===== config.mk =====
export PLATFORM = sky130hd
export DESIGN_NAME = dstat_pipe_ctrl
export DESIGN_NICKNAME = d
export VERILOG_FILES = /design/src/rtl/pcc_pkg.sv /design/src/rtl/pcc_fetch.sv /design/src/rtl/pcc_decode.sv /design/src/rtl/pcc_pipe.sv /design/src/rtl/dstat_pipe_ctrl.sv
export SDC_FILE = /design/constraint.sdc
export NUM_CORES = 1
export LEC_CHECK = 0
export CORE_AREA = 2 2 138 140
export CTS_BUF_LIST = sky130_fd_sc_hd__clkbuf_4 sky130_fd_sc_hd__clkbuf_8 sky130_fd_sc_hd__clkbuf_16
export DETAILED_ROUTE_END_ITERATION = 8
export DIE_AREA = 0 0 140 142
export SYNTH_ARGS = -nofsm -noshare
export SYNTH_HDL_FRONTEND = slang
export SYNTH_SLANG_ARGS = --single-unit

===== constraint.sdc =====
create_clock -name clk -period 3.3 [get_ports clk]
set_clock_uncertainty 0.2 [all_clocks]
set_input_delay 0.66 -clock clk [delete_from_list [all_inputs] [get_ports clk]]
set_output_delay 0.66 -clock clk [all_outputs]
set_load 0.05 [all_outputs]

===== src/rtl/pcc_pkg.sv =====
package pcc_pkg;
  localparam int INSTR_W = 32;
  localparam int REG_AW  = 5;
  localparam int IMM_W   = 16;
  localparam int OP_W    = 6;

  typedef enum logic [1:0] {
    ALU_ADD = 2'd0,
    ALU_SUB = 2'd1,
    ALU_AND = 2'd2,
    ALU_OR  = 2'd3
  } alu_op_e;

  localparam logic [OP_W-1:0] OP_RR    = 6'h00;
  localparam logic [OP_W-1:0] OP_BEQ   = 6'h04;
  localparam logic [OP_W-1:0] OP_ADDI  = 6'h08;
  localparam logic [OP_W-1:0] OP_ORI   = 6'h0D;
  localparam logic [OP_W-1:0] OP_LOAD  = 6'h23;
  localparam logic [OP_W-1:0] OP_STORE = 6'h2B;

  localparam logic [5:0] FN_ADD = 6'h20;
  localparam logic [5:0] FN_SUB = 6'h22;
  localparam logic [5:0] FN_AND = 6'h24;
  localparam logic [5:0] FN_OR  = 6'h25;

  // fields consumed in execute
  typedef struct packed {
    alu_op_e alu_op;
    logic    imm_sel;
    logic    imm_zext;
    logic    ovf_en;
    logic    branch;
  } ex_ctl_t;

  // fields consumed in memory access
  typedef struct packed {
    logic rd;
    logic wr;
  } mem_ctl_t;

  // fields consumed in write-back
  typedef struct packed {
    logic              en;
    logic [REG_AW-1:0] dst;
  } wb_ctl_t;

  // bundle shrinks as it moves: each stage keeps only what lies ahead
  typedef struct packed {
    logic     valid;
    ex_ctl_t  ex;
    mem_ctl_t mem;
    wb_ctl_t  wb;
  } ex_bundle_t;

  typedef struct packed {
    logic     valid;
    mem_ctl_t mem;
    wb_ctl_t  wb;
  } mem_bundle_t;

  typedef struct packed {
    logic    valid;
    wb_ctl_t wb;
  } wb_bundle_t;
endpackage


===== src/rtl/pcc_fetch.sv =====
module pcc_fetch
  import pcc_pkg::*;
#(
  parameter int              PC_W     = 32,
  parameter logic [PC_W-1:0] RESET_PC = '0
) (
  input  logic               clk,
  input  logic               rst,
  input  logic [INSTR_W-1:0] instr_i,
  input  logic               take_i,
  input  logic [PC_W-1:0]    target_i,
  output logic [PC_W-1:0]    pc_o,
  output logic [INSTR_W-1:0] ir_o,
  output logic [PC_W-1:0]    dpc_o,
  output logic               dvalid_o
);
  localparam logic [PC_W-1:0] STEP = PC_W'(4);

  logic [PC_W-1:0]    pc_q;
  logic [INSTR_W-1:0] ir_q;
  logic [PC_W-1:0]    dpc_q;
  logic               dvalid_q;

  always_ff @(posedge clk) begin
    if (rst) begin
      pc_q     <= RESET_PC;
      ir_q     <= '0;
      dpc_q    <= '0;
      dvalid_q <= 1'b0;
    end else begin
      ir_q     <= instr_i;
      dpc_q    <= pc_q;
      // word fetched while a taken branch resolves is the wrong path
      dvalid_q <= ~take_i;
      pc_q     <= take_i ? target_i : pc_q + STEP;
    end
  end

  assign pc_o     = pc_q;
  assign ir_o     = ir_q;
  assign dpc_o    = dpc_q;
  assign dvalid_o = dvalid_q;
endmodule


===== src/rtl/pcc_decode.sv =====
module pcc_decode
  import pcc_pkg::*;
#(
  parameter int PC_W = 32
) (
  input  logic [INSTR_W-1:0] ir_i,
  input  logic [PC_W-1:0]    pc_i,
  input  logic               valid_i,
  output ex_bundle_t         bundle_o,
  output logic [PC_W-1:0]    target_o,
  output logic [REG_AW-1:0]  rs_o,
  output logic [REG_AW-1:0]  rt_o
);
  localparam int SEXT_W = PC_W - IMM_W - 2;

  logic [OP_W-1:0]   op;
  logic [5:0]        fn;
  logic [4:0]        sh;
  logic [REG_AW-1:0] rt, rd;
  logic [IMM_W-1:0]  imm;

  assign op   = ir_i[31:26];
  assign rs_o = ir_i[25:21];
  assign rt   = ir_i[20:16];
  assign rd   = ir_i[15:11];
  assign sh   = ir_i[10:6];
  assign fn   = ir_i[5:0];
  assign imm  = ir_i[15:0];
  assign rt_o = rt;

  assign target_o = pc_i + PC_W'(4) + {{SEXT_W{imm[IMM_W-1]}}, imm, 2'b00};

  always_comb begin
    bundle_o            = '0;
    bundle_o.valid      = valid_i;
    bundle_o.ex.alu_op  = ALU_ADD;
    bundle_o.wb.dst     = (op == OP_RR) ? rd : rt;
    case (op)
      OP_RR: begin
        if (sh == 5'd0) begin
          case (fn)
            FN_ADD: begin
              bundle_o.ex.alu_op = ALU_ADD;
              bundle_o.ex.ovf_en = 1'b1;
              bundle_o.wb.en     = 1'b1;
            end
            FN_SUB: begin
              bundle_o.ex.alu_op = ALU_SUB;
              bundle_o.ex.ovf_en = 1'b1;
              bundle_o.wb.en     = 1'b1;
            end
            FN_AND: begin
              bundle_o.ex.alu_op = ALU_AND;
              bundle_o.wb.en     = 1'b1;
            end
            FN_OR: begin
              bundle_o.ex.alu_op = ALU_OR;
              bundle_o.wb.en     = 1'b1;
            end
            default: ;
          endcase
        end
      end
      OP_ADDI: begin
        bundle_o.ex.imm_sel = 1'b1;
        bundle_o.ex.ovf_en  = 1'b1;
        bundle_o.wb.en      = 1'b1;
      end
      OP_ORI: begin
        bundle_o.ex.alu_op   = ALU_OR;
        bundle_o.ex.imm_sel  = 1'b1;
        bundle_o.ex.imm_zext = 1'b1;
        bundle_o.wb.en       = 1'b1;
      end
      OP_LOAD: begin
        bundle_o.ex.imm_sel = 1'b1;
        bundle_o.mem.rd     = 1'b1;
        bundle_o.wb.en      = 1'b1;
      end
      OP_STORE: begin
        bundle_o.ex.imm_sel = 1'b1;
        bundle_o.mem.wr     = 1'b1;
      end
      OP_BEQ: begin
        bundle_o.ex.alu_op = ALU_SUB;
        bundle_o.ex.branch = 1'b1;
      end
      default: ;
    endcase
  end
endmodule


===== src/rtl/pcc_pipe.sv =====
module pcc_pipe
  import pcc_pkg::*;
#(
  parameter int PC_W = 32
) (
  input  logic            clk,
  input  logic            rst,
  input  ex_bundle_t      dec_i,
  input  logic [PC_W-1:0] target_i,
  input  logic            eq_i,
  output ex_bundle_t      ex_o,
  output mem_bundle_t     mem_o,
  output wb_bundle_t      wb_o,
  output logic            take_o,
  output logic [PC_W-1:0] target_o
);
  ex_bundle_t      ex_q;
  mem_bundle_t     mem_q;
  wb_bundle_t      wb_q;
  logic [PC_W-1:0] tgt_q;

  always_ff @(posedge clk) begin
    if (rst) begin
      ex_q  <= '0;
      mem_q <= '0;
      wb_q  <= '0;
      tgt_q <= '0;
    end else begin
      ex_q       <= dec_i;
      tgt_q      <= target_i;
      mem_q.valid <= ex_q.valid;
      mem_q.mem   <= ex_q.mem;
      mem_q.wb    <= ex_q.wb;
      wb_q.valid  <= mem_q.valid;
      wb_q.wb     <= mem_q.wb;
    end
  end

  assign take_o   = ex_q.valid & ex_q.ex.branch & eq_i;
  assign target_o = tgt_q;
  assign ex_o     = ex_q;
  assign mem_o    = mem_q;
  assign wb_o     = wb_q;
endmodule


===== src/rtl/dstat_pipe_ctrl.sv =====
module dstat_pipe_ctrl
  import pcc_pkg::*;
#(
  parameter int              PC_W     = 32,
  parameter logic [PC_W-1:0] RESET_PC = '0
) (
  input  logic               clk,
  input  logic               rst,
  input  logic [INSTR_W-1:0] instr_i,
  input  logic               eq_i,
  output logic [PC_W-1:0]    pc_o,
  output logic               pc_take_o,
  output logic [REG_AW-1:0]  rf_rs_o,
  output logic [REG_AW-1:0]  rf_rt_o,
  output logic               ex_valid_o,
  output logic [1:0]         ex_alu_op_o,
  output logic               ex_imm_sel_o,
  output logic               ex_imm_zext_o,
  output logic               ex_ovf_en_o,
  output logic               mem_read_o,
  output logic               mem_write_o,
  output logic               mem_pass_o,
  output logic               wb_en_o,
  output logic [REG_AW-1:0]  wb_dst_o
);
  logic [INSTR_W-1:0] ir;
  logic [PC_W-1:0]    dpc;
  logic               dvalid;
  logic               take;
  logic [PC_W-1:0]    ex_target;
  logic [PC_W-1:0]    dec_target;
  ex_bundle_t         dec_b;
  ex_bundle_t         ex_b;
  mem_bundle_t        mem_b;
  wb_bundle_t         wb_b;

  pcc_fetch #(.PC_W(PC_W), .RESET_PC(RESET_PC)) u_fetch (
    .clk      (clk),
    .rst      (rst),
    .instr_i  (instr_i),
    .take_i   (take),
    .target_i (ex_target),
    .pc_o     (pc_o),
    .ir_o     (ir),
    .dpc_o    (dpc),
    .dvalid_o (dvalid)
  );

  pcc_decode #(.PC_W(PC_W)) u_decode (
    .ir_i     (ir),
    .pc_i     (dpc),
    .valid_i  (dvalid),
    .bundle_o (dec_b),
    .target_o (dec_target),
    .rs_o     (rf_rs_o),
    .rt_o     (rf_rt_o)
  );

  pcc_pipe #(.PC_W(PC_W)) u_pipe (
    .clk      (clk),
    .rst      (rst),
    .dec_i    (dec_b),
    .target_i (dec_target),
    .eq_i     (eq_i),
    .ex_o     (ex_b),
    .mem_o    (mem_b),
    .wb_o     (wb_b),
    .take_o   (take),
    .target_o (ex_target)
  );

  // every side effect is qualified by the stage's own valid bit
  assign pc_take_o     = take;
  assign ex_valid_o    = ex_b.valid;
  assign ex_alu_op_o   = ex_b.ex.alu_op;
  assign ex_imm_sel_o  = ex_b.ex.imm_sel;
  assign ex_imm_zext_o = ex_b.ex.imm_zext;
  assign ex_ovf_en_o   = ex_b.valid & ex_b.ex.ovf_en;
  assign mem_read_o    = mem_b.valid & mem_b.mem.rd;
  assign mem_write_o   = mem_b.valid & mem_b.mem.wr;
  assign mem_pass_o    = mem_b.valid & mem_b.wb.en & ~mem_b.mem.rd;
  assign wb_en_o       = wb_b.valid & wb_b.wb.en;
  assign wb_dst_o      = wb_b.wb.dst;
endmodule


==> flow_metrics.py, run 1 <==
metrics = {
    "clock_tree": {
        "post_cts_resize_count": 0,
        "clockBufferDepth": 2,
        "cts-root-buf": "clkbuf_16",
        "h-tree-depth": 4,
        "cts_tree": "built",
        "postCtsSetupRepairBufs": 0,
        "clkLatencyLatePin_ns": 0.43,
        "clock-sinks": 160,
        "numCtsBuffers": 17,
        "clkTransAtPathRegs_ns": 0.06,
        "ctsHoldBuffers": 0,
    },
    "logic_synthesis": {
        "yosysWarningCount": 0,
        "synth_edf_count": 0,
        "syn_inst": 764,
        "async_flop_share_pct": 0,
        "syn_area_um2": 7190,
        "ys_seq_elements": 160,
        "syn_avg_cell_area_um2": 9.41,
        "synthFlopType": "dfxtp_1",
        "syn_nets": 858,
        "yosysSeqAreaShare_pct": 44.5,
        "synth_cell_type_count": 60,
    },
    "setup_path": {
        "crit_path_end_kind": "register",
        "rr_worst_depth": 13,
        "r2r-end": "u_pipe.target_o[29]",
        "cp.required_ns": 3.42,
        "crit_buf_inv": 3,
        "crit_fanout": 4,
        "crit_path_end": "u_pipe.target_o[29]",
        "critPathKind": "register to register",
        "path_delay_family": "compound AO/OA/AOI/OAI gates",
        "max_stage_delay_ns": 0.38,
        "path_common_cell": "inv_1",
        "worstPathArrival_ns": 3.15,
        "worstSetupStartpointType": "register",
        "worstReg2RegStart": "u_fetch.ir_o[0]",
        "cp_slowest_cell": "dfxtp_1",
        "r2r_slack_ns": 0.27,
        "crit_start": "u_fetch.ir_o[0]",
        "path_cells": "inv_1 -> ha_1 -> inv_1 -> ha_1 -> inv_1 -> fa_1 -> and2b_2 -> o2111ai_2 -> a31oi_1 -> nor2b_1 -> o41ai_4 -> a31oi_1 -> mux2_1",
        "path_depth": 13,
    },
    "floorplan": {
        "start_util_pct": 39.0,
        "die_x_um": 140,
        "boundaryPins": 93,
        "die_area_um2": 19900,
        "rows": 50,
        "core_um2": 18500,
        "die_h_um": 142,
    },
    "routing": {
        "wire_per_inst_um": 14.3,
        "routed_wl_um": 15500,
        "via_count": 5270,
        "dr.pass1.iters": 6,
        "drc": 0,
        "drt_iter0_drc": 268,
        "viasPerCell": 4.88,
        "detail-route-antenna-nets": 0,
    },
    "timing": {
        "grt_setup_unrepaired": "false",
        "slew_violations": 0,
        "finalSetupViolations": 0,
        "max-slew-margin-rel_pct": 45.2,
        "hold_viol": 0,
        "fin_ws_ns": 0.272,
        "tightest_slew_ns": 0.822,
        "min_period_ns": 3.03,
        "fin_setup_tns_ns": 0,
        "max_clock_freq_mhz": 330,
        "whs_ns": 0.230,
        "fin_crit_sh_pct": 91.8,
    },
    "finish": {
        "syn2layout_area_growth_pct": 22.0,
        "fin_nets": 927,
        "n_fill_cell": 1735,
        "drive_gt1_share_pct": 6.62,
        "fin_area_um2": 8780,
        "antennaDiodeCount": 0,
        "finalNonFillerCells": 1080,
        "final_util_pct": 47.6,
    },
    "grt": {
        "grt_pass1_vias": 4983,
        "antenna_found_initial": 0,
        "grt_pass1_wl_um": 25300,
        "grt_use_total_pct": 16.1,
        "grt.overflow.total": 0,
        "grt_max_degree": 81,
    },
    "worst_hold_path": {
        "min_path_type": "register to register",
    },
    "placed_design": {
        "dp_hpwl_um": 11000,
        "placedCellCount": 1048,
        "placed_cell_area_um2": 8220,
        "post-place-ws_ns": 0.136,
        "numPortBuffers": 92,
        "gp_congestion": 0.834,
    },
    "job": {
        "maxCapViolCount": 0,
    },
    "power_and_ir_drop": {
        "p_total_mw": 4.18,
        "p_leak_nw": 3.60,
        "irDropWorstVdd_v": 0.000358,
        "power-per-cell-area_nw_per_um2": 476,
    },
    "run_status": {
        "outcome": "finished, final reports clean",
    },
}
## routing by layer
metal  GRT usage [%]  part of all wire, %
met5               0                    0
met4            6.38                  1.9
met3            3.53                  3.0
met2            24.8                   44
met1            22.0                   51
## cell families (layout without fill, tap and decap cells)
family          count (synthesis)  after routing  synth area share (%)
compound gates                126            126                  11.5
xor+xnor                       47             47                  5.72
fa+ha+maj                      59             59                  10.4
buf+inv                        63            145                  4.24
flops                         160            160                  44.5
mux                             8              8                  1.17
simple gates                  301            301                  22.4
## power breakdown
group / leakage, nW / internal (mW) / switching [mW]
Sequential: 1.31 / 1.99 / 0.0339
Clock: 0.262 / 1.00 / 0.846
Combinational: 2.03 / 0.135 / 0.172
Total: 3.60 / 3.13 / 1.05
## worst register-to-register path: cells and delay by family (launching register included)
kind | cells | cell delay (ns)
fa+ha+maj | 3 | 0.72
mux | 1 | 0.32
compound gates | 4 | 0.77
buf+inv | 3 | 0.17
simple gates | 2 | 0.35
flops | 1 | 0.38
## cell type report
| class | count | area (µm²) | share of cell area (%) |
|---|---|---|---|
| inverter | 16 | 60.1 | 0.684 |
| timing repair buffer | 97 | 978 | 11.1 |
| clock inverter | 13 | 108 | 1.23 |
| sequential | 160 | 3200 | 36.5 |
| multi-input combinational | 541 | 3690 | 42.0 |
| clock buffer | 19 | 447 | 5.09 |
| tap | 234 | 293 | 3.34 |
## layout by cell type, fill, tap and decap left out, drive strengths merged, types with 3 or more instances in the layout
cell type | Yosys | routed
dfxtp | 160 | 160
clkdlybuf4s50 | 0 | 90
nor2 | 90 | 90
nor2b | 89 | 89
ha | 58 | 58
nand2 | 41 | 41
a21oi | 39 | 39
xor2 | 25 | 25
a211oi | 24 | 24
o21ai | 23 | 23
xnor2 | 22 | 22
inv | 16 | 20
clkbuf | 25 | 19
nand3 | 16 | 16
nand4 | 13 | 13
and2 | 11 | 11
nor3 | 10 | 10
a21o | 7 | 7
or3 | 7 | 7
buf | 22 | 7
and3 | 6 | 6
a31oi | 6 | 6
a311oi | 6 | 6
o211ai | 5 | 5
mux2i | 5 | 5
clkinv | 0 | 5
o21a | 4 | 4
clkinvlp | 0 | 4
and4 | 4 | 4
nand4b | 3 | 3
mux2 | 3 | 3
## synth_stat cells (3+ instances only)
cell	count	area, µm²
nand2_1	40	150
and3_1	6	37.5
xnor2_1	22	193
buf_4	17	128
inv_1	16	60.1
dfxtp_1	160	3200
and2_1	11	68.8
or3_1	7	43.8
xor2_1	25	219
ha_1	58	726
a311oi_1	6	52.6
nand3_1	16	80.1
nand4b_1	3	26.3
o211ai_1	5	37.5
o21a_1	4	30.0
nor2b_1	89	557
o21ai_0	21	105
clkbuf_1	24	90.1
nor3_1	9	45.0
a31oi_1	6	37.5
a21o_1	7	52.6
a21oi_1	39	195
nor2_1	87	327
nand4_1	11	68.8
buf_2	3	15.0
a211oi_1	24	180
mux2i_1	5	50.1
## flip-flops by register name (all words and copies together), names as in the netlist
signal	cells
u_pipe.wb_o	7
u_pipe.target_o	32
u_fetch.ir_o	32
u_fetch.dvalid_o	1
u_pipe.ex_o	15
u_fetch.pc_o	32
u_fetch.dpc_o	32
u_pipe.mem_o	9
## worst min path at each step
stage | slack [ns] | cells past startpoint | start | to
2_1_floorplan | 0.21 | 1 | u_fetch.dvalid_o | u_pipe.ex_o[14]
3_3_place_gp | 0.22 | 1 | u_pipe.ex_o[2] | u_pipe.mem_o[2]
3_5_place_dp | 0.22 | 1 | u_pipe.mem_o[1] | u_pipe.wb_o[1]
4_1_cts | 0.23 | 1 | u_pipe.ex_o[0] | u_pipe.mem_o[0]
5_1_grt | 0.25 | 1 | u_pipe.ex_o[0] | u_pipe.mem_o[0]
6_report | 0.23 | 1 | u_fetch.dpc_o[1] | u_pipe.target_o[1]
Note: power is estimated with default switching activity, not from simulation.
==> run 2: changes to the inputs <==
--- a/config.mk
+++ b/config.mk
@@ -5,10 +5,12 @@
 export SDC_FILE = /design/constraint.sdc
 export NUM_CORES = 1
 export LEC_CHECK = 0
-export CORE_AREA = 2 2 138 140
+export CORE_AREA = 2 2 118 120
 export CTS_BUF_LIST = sky130_fd_sc_hd__clkbuf_4 sky130_fd_sc_hd__clkbuf_8 sky130_fd_sc_hd__clkbuf_16
+export CTS_CLUSTER_DIAMETER = 60
 export DETAILED_ROUTE_END_ITERATION = 8
-export DIE_AREA = 0 0 140 142
+export DIE_AREA = 0 0 120 122
+export PLACE_DENSITY = 0.78
 export SYNTH_ARGS = -nofsm -noshare
 export SYNTH_HDL_FRONTEND = slang
 export SYNTH_SLANG_ARGS = --single-unit
==> run 2 against run 1 <==
Fmax is 1.6% lower. Largest power group is now the clock network. Hold slack better by 0.0050 ns. Sequential share of layout area down 0.067 points. Clock power rose by 13%. Wire length is 1.6% lower. Final area is 0.19% higher.
==> flow_metrics.py, run 2 (synthesis gave the netlist of run 1 again) <==
metrics = {
    "floorplan": {
        "die_area_um2": 14600,
        "die_x_um": 120,
        "rows": 43,
        "start_util_pct": 53.3,
        "die_h_um": 122,
        "boundaryPins": 93,
        "core_um2": 13500,
    },
    "grt": {
        "antenna_found_initial": 0,
        "grt_use_total_pct": 21.7,
        "grt_pass1_vias": 5228,
        "grt.overflow.total": 0,
        "grt_pass1_wl_um": 25000,
        "grt_max_degree": 101,
    },
    "setup_path": {
        "path_delay_family": "compound AO/OA/AOI/OAI gates",
        "crit_path_end_kind": "register",
        "worstReg2RegStart": "u_fetch.ir_o[0]",
        "path_cells": "inv_1 -> ha_1 -> inv_1 -> ha_1 -> inv_1 -> fa_1 -> and2b_2 -> o2111ai_2 -> a31oi_1 -> nor2b_1 -> o41ai_4 -> a31oi_1 -> mux2_1",
        "crit_start": "u_fetch.ir_o[0]",
        "rr_worst_depth": 13,
        "max_stage_delay_ns": 0.37,
        "path_common_cell": "inv_1",
        "worstSetupStartpointType": "register",
        "crit_buf_inv": 3,
        "r2r_slack_ns": 0.22,
        "r2r-end": "u_pipe.target_o[29]",
        "cp.required_ns": 3.41,
        "worstPathArrival_ns": 3.19,
        "cp_slowest_cell": "dfxtp_1",
        "critPathKind": "register to register",
        "crit_fanout": 4,
    },
    "timing": {
        "grt_setup_unrepaired": "false",
        "min_period_ns": 3.08,
        "tightest_slew_ns": 1.02,
        "max_clock_freq_mhz": 325,
        "finalSetupViolations": 0,
        "fin_setup_tns_ns": 0,
        "max-slew-margin-rel_pct": 31.8,
        "slew_violations": 0,
        "fin_crit_sh_pct": 93.2,
        "hold_viol": 0,
    },
    "worst_hold_path": {
        "hold_depth": 1,
        "hp-start": "u_pipe.ex_o[7]",
        "hold_end": "u_pipe.mem_o[7]",
        "min_path_type": "register to register",
    },
    "placed_design": {
        "numPortBuffers": 92,
        "gp_congestion": 0.903,
        "dp_hpwl_um": 10700,
        "placed_cell_area_um2": 8160,
    },
    "finish": {
        "fin_nets": 927,
        "final_cell_mix": "dfxtp_1, clkdlybuf4s50_1, nor2b_1, nor2_1, ha_1",
        "n_fill_cell": 1071,
        "syn2layout_area_growth_pct": 22.3,
        "antennaDiodeCount": 0,
        "fin_area_um2": 8790,
        "final_common_cell": "dfxtp_1",
        "drive_gt1_share_pct": 6.62,
    },
    "routing": {
        "routed_wl_um": 15200,
        "drc": 0,
        "via_count": 5422,
        "viasPerCell": 5.28,
        "detail-route-antenna-nets": 0,
        "dr.pass1.iters": 4,
        "drt_iter0_drc": 278,
        "wire_per_inst_um": 14.9,
    },
    "power_and_ir_drop": {
        "p_leak_nw": 3.64,
        "switchingPower_mw": 0.989,
        "p_total_mw": 4.42,
        "seq_power_share_pct": 45.8,
        "internal-power_mw": 3.43,
        "power-per-cell-area_nw_per_um2": 503,
        "p_sw_share_pct": 22.4,
        "irDropWorstVdd_v": 0.000348,
        "share_comb_of_total_power_pct": 7.0,
        "clockPowerShare_pct": 47.3,
    },
    "clock_tree": {
        "cts_tree": "built",
        "h-tree-depth": 4,
        "cts-root-buf": "clkbuf_16",
        "numCtsBuffers": 17,
        "clock-sinks": 160,
        "clkLatencyLatePin_ns": 0.43,
        "clkTransAtPathRegs_ns": 0.06,
        "ctsHoldBuffers": 0,
        "clockBufferDepth": 2,
    },
    "run_status": {
        "outcome": "finished, final reports clean",
    },
    "job": {
        "maxCapViolCount": 0,
    },
}
run 2: cell count changes in the layout (fill, tap and decap cells not counted):
cell        delta
bufinv_16      +4
clkbuf_4       +1
clkinvlp_4     -2
inv_6          -2
inv_8          -1
run 2: stage by stage:
stage / cells / hold WS [ns] / utilization [%] / setup slack (ns)
finish: 1026 / 0.235 / 65.1 / 0.223
global route: 1026 / 0.259 / 65.1 / 0.00796
CTS: 1026 / 0.237 / 65.1 / 0.100
detailed placement: 994 / 0.223 / 60.4 / 0.121
global placement: 994 / 0.219 / 60.4 / 0.223
floorplan: 764 / 0.214 / - / 0.382
run 2: worst max-delay path by stage:
stage	to	slack (ns)	cells after the start
after global placement	u_pipe.target_o[29]	0.22	13
after CTS	u_pipe.target_o[29]	0.10	13
after floorplan	u_pipe.target_o[29]	0.38	13
after global routing	u_pipe.target_o[29]	0.008	13
after detailed placement	u_pipe.target_o[29]	0.12	13
final	u_pipe.target_o[29]	0.22	13
run 2: power by group through the flow:
stage / Sequential [mW] / Combinational (mW) / Clock, mW
6_report: 2.02 / 0.308 / 2.09
3_5_place_dp: 2.07 / 0.307 / 0
2_1_floorplan: 2.08 / 0.196 / 0
3_3_place_gp: 2.06 / 0.299 / 0
5_1_grt: 2.03 / 0.336 / 2.20
4_1_cts: 2.02 / 0.309 / 2.12
run 2: metal layers:
layer	vias to the layer above	wire length, µm	GRT usage [%]
met2	106	7390	36.6
li1	2760	-	-
met1	2538	7130	27.3
met3	18	421	4.26
met4	0	301	9.26
met5	-	0	0
run 2: repair_timing:
| action | 4_1_cts | 5_1_grt |
|---|---|---|
| resized for setup | 0 | 0 |
| setup buffers | 0 | 0 |
| hold endpoints to repair | 0 | 0 |
| endpoints found under the setup margin | 0 | 2 |
run 2: final cells by class:
class                           count  area (µm²)  share of cell area, %
Tap cell                          180         225                   2.56
Inverter                           16        60.1                  0.683
Sequential cell                   160        3200                   36.4
Timing Repair Buffer               97         978                   11.1
Clock inverter                     12         184                   2.09
Clock buffer                       20         454                   5.17
Multi-Input combinational cell    541        3690                   41.9
run 2: worst register-to-register path, stage by stage (launching register included):
cell and delay (ns):
dfxtp_1 0.37, inv_1 0.07, ha_1 0.20, inv_1 0.06, ha_1 0.19, inv_1 0.07, fa_1 0.36, and2b_2 0.25
o2111ai_2 0.13, a31oi_1 0.20, nor2b_1 0.11, o41ai_4 0.30, a31oi_1 0.14, mux2_1 0.31
